==> src/rtl/rtc_presc_pkg.sv <==
package rtc_presc_pkg;
  localparam int unsigned DIV_W  = 15;  // 32768 reference periods per second
  localparam int unsigned KEEP_W = 7;   // stages above 128 Hz survive a write start
endpackage

==> src/rtl/rtc_presc_div.sv <==
module rtc_presc_div #(
  parameter int unsigned DIV_W  = 15,
  parameter int unsigned KEEP_W = 7
) (
  input  logic             clk_i,
  input  logic             rst_ni,
  input  logic             ref_tick_i,
  input  logic             wr_start_i,
  input  logic             wr_end_i,
  output logic [DIV_W-1:0] cnt_o,
  output logic             sec_tick_o,
  output logic             half_stb_o
);
  localparam int unsigned CLR_W = DIV_W - KEEP_W;
  localparam int unsigned HALF_W = DIV_W - 1;
  localparam logic [DIV_W-1:0] CNT_MAX = {DIV_W{1'b1}};

  logic             hold_q;
  logic [DIV_W-1:0] cnt_q;
  logic             tick_q;
  logic             adv;

  assign adv = ref_tick_i & ~hold_q & ~wr_start_i;

  always_ff @(posedge clk_i or negedge rst_ni) begin
    if (!rst_ni)         hold_q <= 1'b0;
    else if (wr_start_i) hold_q <= 1'b1;
    else if (wr_end_i)   hold_q <= 1'b0;
  end

  always_ff @(posedge clk_i or negedge rst_ni) begin
    if (!rst_ni)         cnt_q <= '0;
    else if (wr_start_i) cnt_q <= {{CLR_W{1'b0}}, cnt_q[KEEP_W-1:0]};
    else if (adv)        cnt_q <= cnt_q + 1'b1;
  end

  always_ff @(posedge clk_i or negedge rst_ni) begin
    if (!rst_ni) tick_q <= 1'b0;
    else         tick_q <= adv & (cnt_q == CNT_MAX);
  end

  assign half_stb_o = adv & (&cnt_q[HALF_W-1:0]);
  assign cnt_o      = cnt_q;
  assign sec_tick_o = tick_q;
endmodule

==> src/rtl/rtc_fout_sel.sv <==
module rtc_fout_sel (
  input  logic fsel_i,
  input  logic ref_lvl_i,
  input  logic slow_i,
  output logic fout_o
);
  assign fout_o = fsel_i ? ref_lvl_i : slow_i;
endmodule

==> src/rtl/rtc_supply_flag.sv <==
module rtc_supply_flag (
  input  logic clk_i,
  input  logic rst_ni,
  input  logic stb_i,
  input  logic det_low_i,
  input  logic clr_i,
  output logic flag_o
);
  logic flag_q;

  // a set wins over a simultaneous clear so that no detection is lost
  always_ff @(posedge clk_i or negedge rst_ni) begin
    if (!rst_ni)                 flag_q <= 1'b0;
    else if (stb_i && det_low_i) flag_q <= 1'b1;
    else if (clr_i)              flag_q <= 1'b0;
  end

  assign flag_o = flag_q;
endmodule

==> src/rtl/rtc_prescaler.sv <==
module rtc_prescaler
  import rtc_presc_pkg::*;
(
  input  logic clk_i,
  input  logic rst_ni,
  input  logic ref_tick_i,
  input  logic ref_lvl_i,
  input  logic wr_start_i,
  input  logic wr_end_i,
  input  logic fsel_i,
  input  logic det_low_i,
  input  logic flag_clr_i,
  output logic sec_tick_o,
  output logic fout_o,
  output logic fail_flag_o
);
  logic [DIV_W-1:0] cnt;
  logic             half_stb;

  rtc_presc_div #(.DIV_W(DIV_W), .KEEP_W(KEEP_W)) u_div (
    .clk_i      (clk_i),
    .rst_ni     (rst_ni),
    .ref_tick_i (ref_tick_i),
    .wr_start_i (wr_start_i),
    .wr_end_i   (wr_end_i),
    .cnt_o      (cnt),
    .sec_tick_o (sec_tick_o),
    .half_stb_o (half_stb)
  );

  rtc_fout_sel u_fout (
    .fsel_i    (fsel_i),
    .ref_lvl_i (ref_lvl_i),
    .slow_i    (cnt[DIV_W-1]),
    .fout_o    (fout_o)
  );

  rtc_supply_flag u_flag (
    .clk_i     (clk_i),
    .rst_ni    (rst_ni),
    .stb_i     (half_stb),
    .det_low_i (det_low_i),
    .clr_i     (flag_clr_i),
    .flag_o    (fail_flag_o)
  );
endmodule

==> config.mk <==
export PLATFORM = sky130hd
export DESIGN_NAME = rtc_prescaler
export DESIGN_NICKNAME = d
export VERILOG_FILES = /design/src/rtl/rtc_presc_pkg.sv /design/src/rtl/rtc_presc_div.sv /design/src/rtl/rtc_fout_sel.sv /design/src/rtl/rtc_supply_flag.sv /design/src/rtl/rtc_prescaler.sv
export SDC_FILE = /design/constraint.sdc
export NUM_CORES = 1
export LEC_CHECK = 0
export BUFFER_PORTS_ARGS = -buffer_cell sky130_fd_sc_hd__buf_2
export CAP_MARGIN = 20
export CORE_MARGIN = 5
export CORE_UTILIZATION = 41
export DETAILED_ROUTE_END_ITERATION = 6
export HOLD_SLACK_MARGIN = 0.02
export PLACE_DENSITY = 0.68
export REMOVE_ABC_BUFFERS = 1
export SYNTH_ARGS = -nofsm -noshare
export SYNTH_HDL_FRONTEND = slang
export SYNTH_SLANG_ARGS = --single-unit
==> constraint.sdc <==
create_clock -name clk_i -period 2.4 [get_ports clk_i]
set_input_delay 0.48 -clock clk_i [delete_from_list [all_inputs] [get_ports clk_i]]
set_output_delay 0.48 -clock clk_i [all_outputs]
set_load 0.02 [all_outputs]
Word level (Yosys, flattened, before mapping)
Index checks and enable logic that the tools add are counted.

storage, ports and cells
  bits of input ports = 9
  bits in registers = 18
  word-level logic and storage cells = 26
  output and inout port bits = 3

operators by class
  multiplexer cells = 7
  eq/ne operators = 1
  add/subtract/negate cells = 1
  bitwise logic cells = 6
  reduce and logical (&&, ||, !) cells = 6

operator list
  operator               count
  $mux 15                2
  $add 15x1->15 const B  1
  $eq 15x15->1 const B   1
  $reduce_and 14->1      1
  $reduce_bool 2->1      3
  $mux 1                 5
  $and 1x1->1            4
  $not 1->1              2
  $reduce_and 2->1       1
  $logic_and 1x1->1      1

Longest topological paths before layout
Gate-level depths: netlist (run 1).

  depth after elaboration = 6
  mapped depth = 4
  gate-level depth less buffers = 4

By module
A second synthesis (run 1) with hierarchy kept.

second synthesis, totals
  cells, all modules = 82
  area total of the unflattened synthesis = 890.9 sq um

by module, submodules not included
  module           area an instance (sq um)  sequential area each (sq um)  times used  cells each
  rtc_presc_div    834.6                     425.4                         1           77
  rtc_supply_flag  41.3                      25.0                          1           4
  rtc_fout_sel     15.0                      0.0                           1           1

Worst setup path after synthesis (run 1)
No wires, ideal clock.

  path type = register -> register
  start = reg u_div.cnt_q[0], in the netlist u_div.cnt_o[0]
  end = reg u_div.cnt_q[10], in the netlist u_div.cnt_o[10]
  data required time = 2.275 ns
  path buffers = 0
  library setup time = 0.125 ns
  slack = 0.947 ns
  cell stages (with the launch flop) = 5
  clock period less this slack = 1.453 ns
  data arrival time = 1.328 ns
  cell sequence = dfrtp_1 -> ha_1 -> nand3b_1 -> nor4_1 -> mux2_2

between the ends
  longest elaborated chain between the ends = 3

RTL lines
  what                      RTL line             RTL
  start: declaration        rtc_presc_div.sv:19  logic [DIV_W-1:0] cnt_q;
  start signal: assignment  rtc_presc_div.sv:33  else if (wr_start_i) cnt_q <= {{CLR_W{1'b0}}, cnt_q[KEEP_W-1:0]};
  start signal: assignment  rtc_presc_div.sv:34  else if (adv) cnt_q <= cnt_q + 1'b1;
  $add 15x1->15             rtc_presc_div.sv:34
  $mux 15                   rtc_presc_div.sv:34
  $mux 15                   rtc_presc_div.sv:33

Every way passes these cells. The select of a mux whose other input is x is not followed.
A chain may end at the register's enable or synchronous reset.

Worst setup path after layout (run 1)
  start = reg u_div.cnt_q[2], in the netlist u_div.cnt_o[2]
  end = reg u_div.cnt_q[14], in the netlist u_div.cnt_o[14]

Same word-level chain as after synthesis.

==> results of run 1 <==
[where the power goes]
part           internal, mW  switching [mW]
Clock                0.0924          0.0959
Combinational        0.0454          0.0461
Sequential            0.337          0.0465
[registers in the layout, summed over array words and instances (netlist names)]
| signal | cells |
|---|---|
| u_div.cnt_o | 15 |
| u_div.hold_q | 1 |
| u_div.sec_tick_o | 1 |
| u_flag.flag_o | 1 |
[layer usage]
metal	part of all wire, %	global-route usage (%)
met3	5.5	2.26
met4	2.3	6.95
met5	0	0
met1	46	15.0
met2	46	18.4
[path summary, 6_finish.rpt]
check | start | endpoint | slack [ps] | cells past startpoint
hold / removal | rst_ni | u_div.hold_q | 90 | 1
setup reg to reg | u_div.cnt_o[2] | u_div.cnt_o[14] | 720 | 3
hold reg to reg | u_div.cnt_o[0] | u_div.cnt_o[0] | 530 | 1
min in group clk_i | flag_clr_i | u_flag.flag_o | 370 | 2
max in group asynchronous | rst_ni | u_div.cnt_o[0] | 2030 | 1
setup / recovery | u_div.cnt_o[2] | u_div.cnt_o[14] | 720 | 3
[cell usage after synthesis, types with 2 or more instances]
cell,n
inv_1,6
nand2_1,4
or4_1,2
xnor2_1,4
dfrtp_1,18
xor2_1,2
nand3_1,4
o31ai_1,2
nor3_1,3
nand4_1,4
nor2b_1,4
nor4_1,5
nor2_1,8
mux2_2,7
nand4b_1,2
a21oi_1,2
[cell type report]
cell class / count / area (sq um)
Sequential cell: 18 / 450
Clock buffer: 4 / 36.3
Multi-Input combinational cell: 63 / 445
Inverter: 6 / 22.5
Timing Repair Buffer: 11 / 55.1
Fill cell: 203 / 1150
Tap cell: 28 / 35.0
[critical path, cell delays in order (launching register included)]
cell,delay [ps]
dfrtp_1,480
nand4_1,280
nor4_1,440
mux2_2,380
[logic make-up (layout without fill, tap and decap cells)]
family / count (synthesis) / in the layout / share of synthesized area [%]
flip-flops: 18 / 18 / 48.6
AND/OR/NAND/NOR: 42 / 42 / 26.7
XOR/XNOR: 6 / 6 / 5.67
AO/OA/AOI/OAI: 7 / 7 / 5.80
buffers and inverters: 8 / 21 / 3.37
multiplexers: 7 / 7 / 8.50
adder cells (fa/ha/maj): 1 / 1 / 1.35
[per-stage QoR]
step,util (%),cells,worst slack (ps),hold WS [ps]
after floorplan,-,87,947,184
after global placement,46.0,126,690,433
after detailed placement,46.0,126,664,432
after CTS,47.7,130,771,101
after global routing,47.7,130,660,115
final,47.7,130,722,92.8
==> results.yml, run 1 <==
detailed_routing:
  drtPass1Iterations: 4
  vias: 698
  ant_nets: 0
  finalWirelength_microns: 1710
  vias_per_cell: 5.37
  first_iter_violations: 14
  drc: 0
  avgRoutedWirePerCell_microns: 13.1
run_status:
  outcome: "complete, no violations"
critical_path:
  worstPathRequired_ps: 2590
  cp-end-kind: "flip-flop"
  path_class: "flip-flop to flip-flop"
  path_max_fanout: 7
  cp.arrival_ps: 1870
  start_kind: "flip-flop"
worst_hold_path:
  hold_class: "primary input to async pin"
cts:
  cts_hold_buffers: 0
  cts_resized: 0
  cts.path.max_buffers: 2
  htreeDepth: 1
  clk_pin_slew_ps: 110
  insertion_delay_ps: 290
  numCtsBuffers: 3
  cts_tree: "yes"
  cts_setup_buffers: 0
  root_buffer: "clkbuf_4"
  clock_sinks: 18
finish:
  diodes: 0
  syn2layout_area_growth_pct: 12.7
  final_common_cell: "dfrtp_1"
  final_cell_mix: "18 x dfrtp_1, 11 x buf_2, 8 x nor2_1"
  final_cell_area_sq_mm: 0.00104
  nets: 113
  drive_gt1_share_pct: 24.5
synth:
  synth_top_area_share_pct: 48.6
  synth_sequential_area_ratio_pct: 48.6
  yosysWarningCount: 0
  synth.avg_cell_area_sq_um: 10.4
  synth_edf_count: 0
  netlist-cell-type-count: 28
  synth-main-ff-cell: "dfrtp_1"
  synth_area_leaders: "dfrtp_1 49%, mux2_2 8.5%, xnor2_1 3.8%"
  syn_inst: 89
  synth_area_sq_um: 927
  synth_top_area_cell: "dfrtp_1"
  ys_async_sr_fraction_pct: 100
  ys_ff_latch: 18
floorplan:
  design.core.area_sq_mm: 0.00219
  die_y_microns: 57.6
  rows: 17
  die_area_sq_mm: 0.00331
  ios: 12
  die_w_microns: 57.6
  start_util_pct: 42.3
sta:
  fin_crit_sh_pct: 69.9
  tightestPinTransition_ps: 585
  setup_tns_ps: 0
  hold_viol_final: 0
  layout_min_cycle_time_ps: 1680
  rsz0062_at_grt: "false"
  drv_slew: 0
  fmax_ghz: 0.596
  relSlewSlack_pct: 60.9
  skew_ps: 5.25
  setup_viol: 0
power_and_ir_drop:
  vdd_drop_max_uv: 378
  powerDensity_mw_per_mm2: 635
  power.leakage_nw: 0.449
  power_mw: 0.663
place:
  place_area_sq_mm: 0.00101
  post-dp-hpwl_microns: 1290
  numPortBuffers: 11
  place.gp.congestion: 0.815
grt:
  grt_overflow: 0
  first_global_vias: 686
  track_usage_pct: 11.8
  grt_max_degree: 19
  grt_antenna_before_repair: 0
  grt_pass1_wl_microns: 2990
job:
  drv_cap: 0
(Power assumes the default switching activity.)
==> run 2: changes to the inputs <==
--- a/config.mk
+++ b/config.mk
@@ -5,6 +5,7 @@
 export SDC_FILE = /design/constraint.sdc
 export NUM_CORES = 1
 export LEC_CHECK = 0
+export ABC_AREA = 1
 export BUFFER_PORTS_ARGS = -buffer_cell sky130_fd_sc_hd__buf_2
 export CAP_MARGIN = 20
 export CORE_MARGIN = 5
==> constraint.sdc (replaced) <==
create_clock -name clk_i -period 1.71 [get_ports clk_i]
set_input_delay 0.342 -clock clk_i [delete_from_list [all_inputs] [get_ports clk_i]]
set_output_delay 0.342 -clock clk_i [all_outputs]
set_load 0.02 [all_outputs]
==> results.yml, run 2 <==
sta:
  relSlewSlack_pct: 74.0
  rsz0062_at_grt: "false"
  skew_ps: 1.22
  setup_tns_ps: 0
  hold_viol_final: 0
  tightestPinTransition_ps: 390
  fin_crit_sh_pct: 81.6
  setup_viol: 0
  fmax_ghz: 0.717
  layout_min_cycle_time_ps: 1400
  drv_slew: 0
detailed_routing:
  first_iter_violations: 23
  vias: 852
  finalWirelength_microns: 1940
  drc: 0
  ant_nets: 0
  drtPass1Iterations: 4
  vias_per_cell: 4.84
  avgRoutedWirePerCell_microns: 11.0
synth:
  synth.avg_cell_area_sq_um: 7.56
  netlist-cell-type-count: 17
  synth_area_leaders: "dfrtp_1 45%, nand2_1 17%, nor2_1 7.9%"
  synth_common_cells: "45 x nand2_1, 21 x nor2_1, 18 x dfrtp_1, 12 x inv_1, 7 x nand3_1"
  yosysWarningCount: 0
  synth-main-ff-cell: "dfrtp_1"
  ys_async_sr_fraction_pct: 100
  synth_top_area_cell: "dfrtp_1"
  synth_edf_count: 0
  syn_inst: 132
  synth_area_sq_um: 998
  synthMostInstantiatedCell: "nand2_1"
  synth_sequential_area_ratio_pct: 45.1
  ys_ff_latch: 18
  synth_top_area_share_pct: 45.1
critical_path:
  critPathSlowestCell: "dfrtp_1"
  crit_path_max_incr_delay_ps: 380
  path_max_fanout: 3
  cp.arrival_ps: 1050
  cp_cell_sequence: "inv_1 -> o21ai_0 -> buf_2"
  start_kind: "flip-flop"
  worstPathRequired_ps: 1370
  cp-end-kind: "output port"
  path_class: "flip-flop to output port"
grt:
  track_usage_pct: 12.5
  grt_overflow: 0
  grt_max_degree: 19
  grt_antenna_before_repair: 0
  first_global_vias: 824
  grt_pass1_wl_microns: 3400
cts:
  clk_pin_slew_ps: 100
  cts.path.max_buffers: 2
  cts_resized: 0
  root_buffer: "clkbuf_4"
  insertion_delay_ps: 290
  numCtsBuffers: 3
  htreeDepth: 1
  clock_sinks: 18
  cts_tree: "yes"
finish:
  diodes: 0
  nets: 159
  final_common_cell: "nand2_1"
  largest_reg_flops: 15
  final_cell_area_sq_mm: 0.00113
  final_cell_mix: "45 x nand2_1, 21 x nor2_1, 18 x dfrtp_1"
  syn2layout_area_growth_pct: 13.7
  drive_gt1_share_pct: 18.9
power_and_ir_drop:
  vdd_drop_max_uv: 676
  p_comb_share_pct: 14.0
  p_switching_mw: 0.278
  netSwitchingFraction_pct: 29.4
  power_frac_clock_pct: 28.2
  powerDensity_mw_per_mm2: 832
  internal-power_mw: 0.666
  power_frac_seq_pct: 57.8
  power.leakage_nw: 0.551
job:
  drv_cap: 0
floorplan:
  die_area_sq_mm: 0.00352
  design.core.area_sq_mm: 0.00228
  ios: 12
  die_y_microns: 59.4
  die_w_microns: 59.4
  rows: 17
  start_util_pct: 43.9
place:
  numPortBuffers: 11
  place.gp.congestion: 0.921
  place_area_sq_mm: 0.00109
  post-dp-hpwl_microns: 1530
worst_hold_path:
  hold_class: "primary input to flip-flop"
run_status:
  outcome: "complete, no violations"
==> run 2: final cells by class <==
class                           count  area [sq um]
Clock buffer                        4          36.3
Timing Repair Buffer               12          65.1
Multi-Input combinational cell     99           492
Inverter                           15          56.3
Tap cell                           28          35.0
Sequential cell                    18           450
Fill cell                         226          1140
==> run 2: worst paths after layout <==
check / from / end / slack (ps) / cells past startpoint
worst max-delay path: u_div.cnt_o[14] / fout_o / 310 / 3
worst min-delay path: wr_end_i / u_div.hold_q / 230 / 2
worst max register to register: u_div.cnt_o[0] / u_div.cnt_o[10] / 390 / 8
worst min register to register: u_flag.flag_o / u_flag.flag_o / 490 / 2
max in group asynchronous: rst_ni / u_div.cnt_o[10] / 950 / 2
min in group asynchronous: rst_ni / u_div.cnt_o[3] / 490 / 2
==> run 2: stage by stage <==
step / std cells / utilization [%] / worst slack, ps / power [mW] / hold WS, ps
floorplan: 132 / - / 491 / 0.635 / 46.4
global placement: 171 / 47.8 / 437 / 0.679 / 291
detailed placement: 171 / 47.8 / 415 / 0.684 / 298
CTS: 176 / 49.9 / 305 / 0.949 / 235
global route: 176 / 49.9 / 224 / 0.994 / 250
finish: 176 / 49.9 / 315 / 0.944 / 232
==> run 2: per-layer routing <==
metal  share of wire, %  vias up  track usage [%]  routed length [microns]
li1                   -      442                -                        -
met1                 50      389             16.8                      970
met2                 44       16             19.3                      843
met3                4.7        5             1.96                       90
met4                1.6        0             6.15                       31
met5                  0        -                0                        0
==> run 2: kinds of logic (layout without fill, tap and decap cells) <==
kind of cell             Yosys count  in the layout  synth area share, %
AND/OR/NAND/NOR                   88             88                 40.7
flip-flops                        18             18                 45.1
buffers and inverters             15             31                 5.64
XOR/XNOR                           6              6                 5.26
AO/OA/AOI/OAI                      4              4                 2.00
adder cells (fa/ha/maj)            1              1                 1.25
==> run 2: what timing repair did <==
| action | 4_1_cts | 5_1_grt |
|---|---|---|
| hold buffers | 1 | 0 |
| endpoints found under the hold margin | 18 | 0 |
| setup buffers | 0 | 0 |
==> run 2: critical path: cells and delay by family (launching register included) <==
family | cells | cell delay (ps)
compound gates | 1 | 130
buf+inv | 2 | 250
flops | 1 | 380
==> run 2: power groups by stage <==
stage | clock network [mW] | logic, mW | registers, mW
finish | 0.266 | 0.132 | 0.545
global route | 0.288 | 0.154 | 0.552
CTS | 0.271 | 0.135 | 0.544
detailed placement | 0 | 0.132 | 0.552
global placement | 0 | 0.128 | 0.551
floorplan | 0 | 0.0967 | 0.539
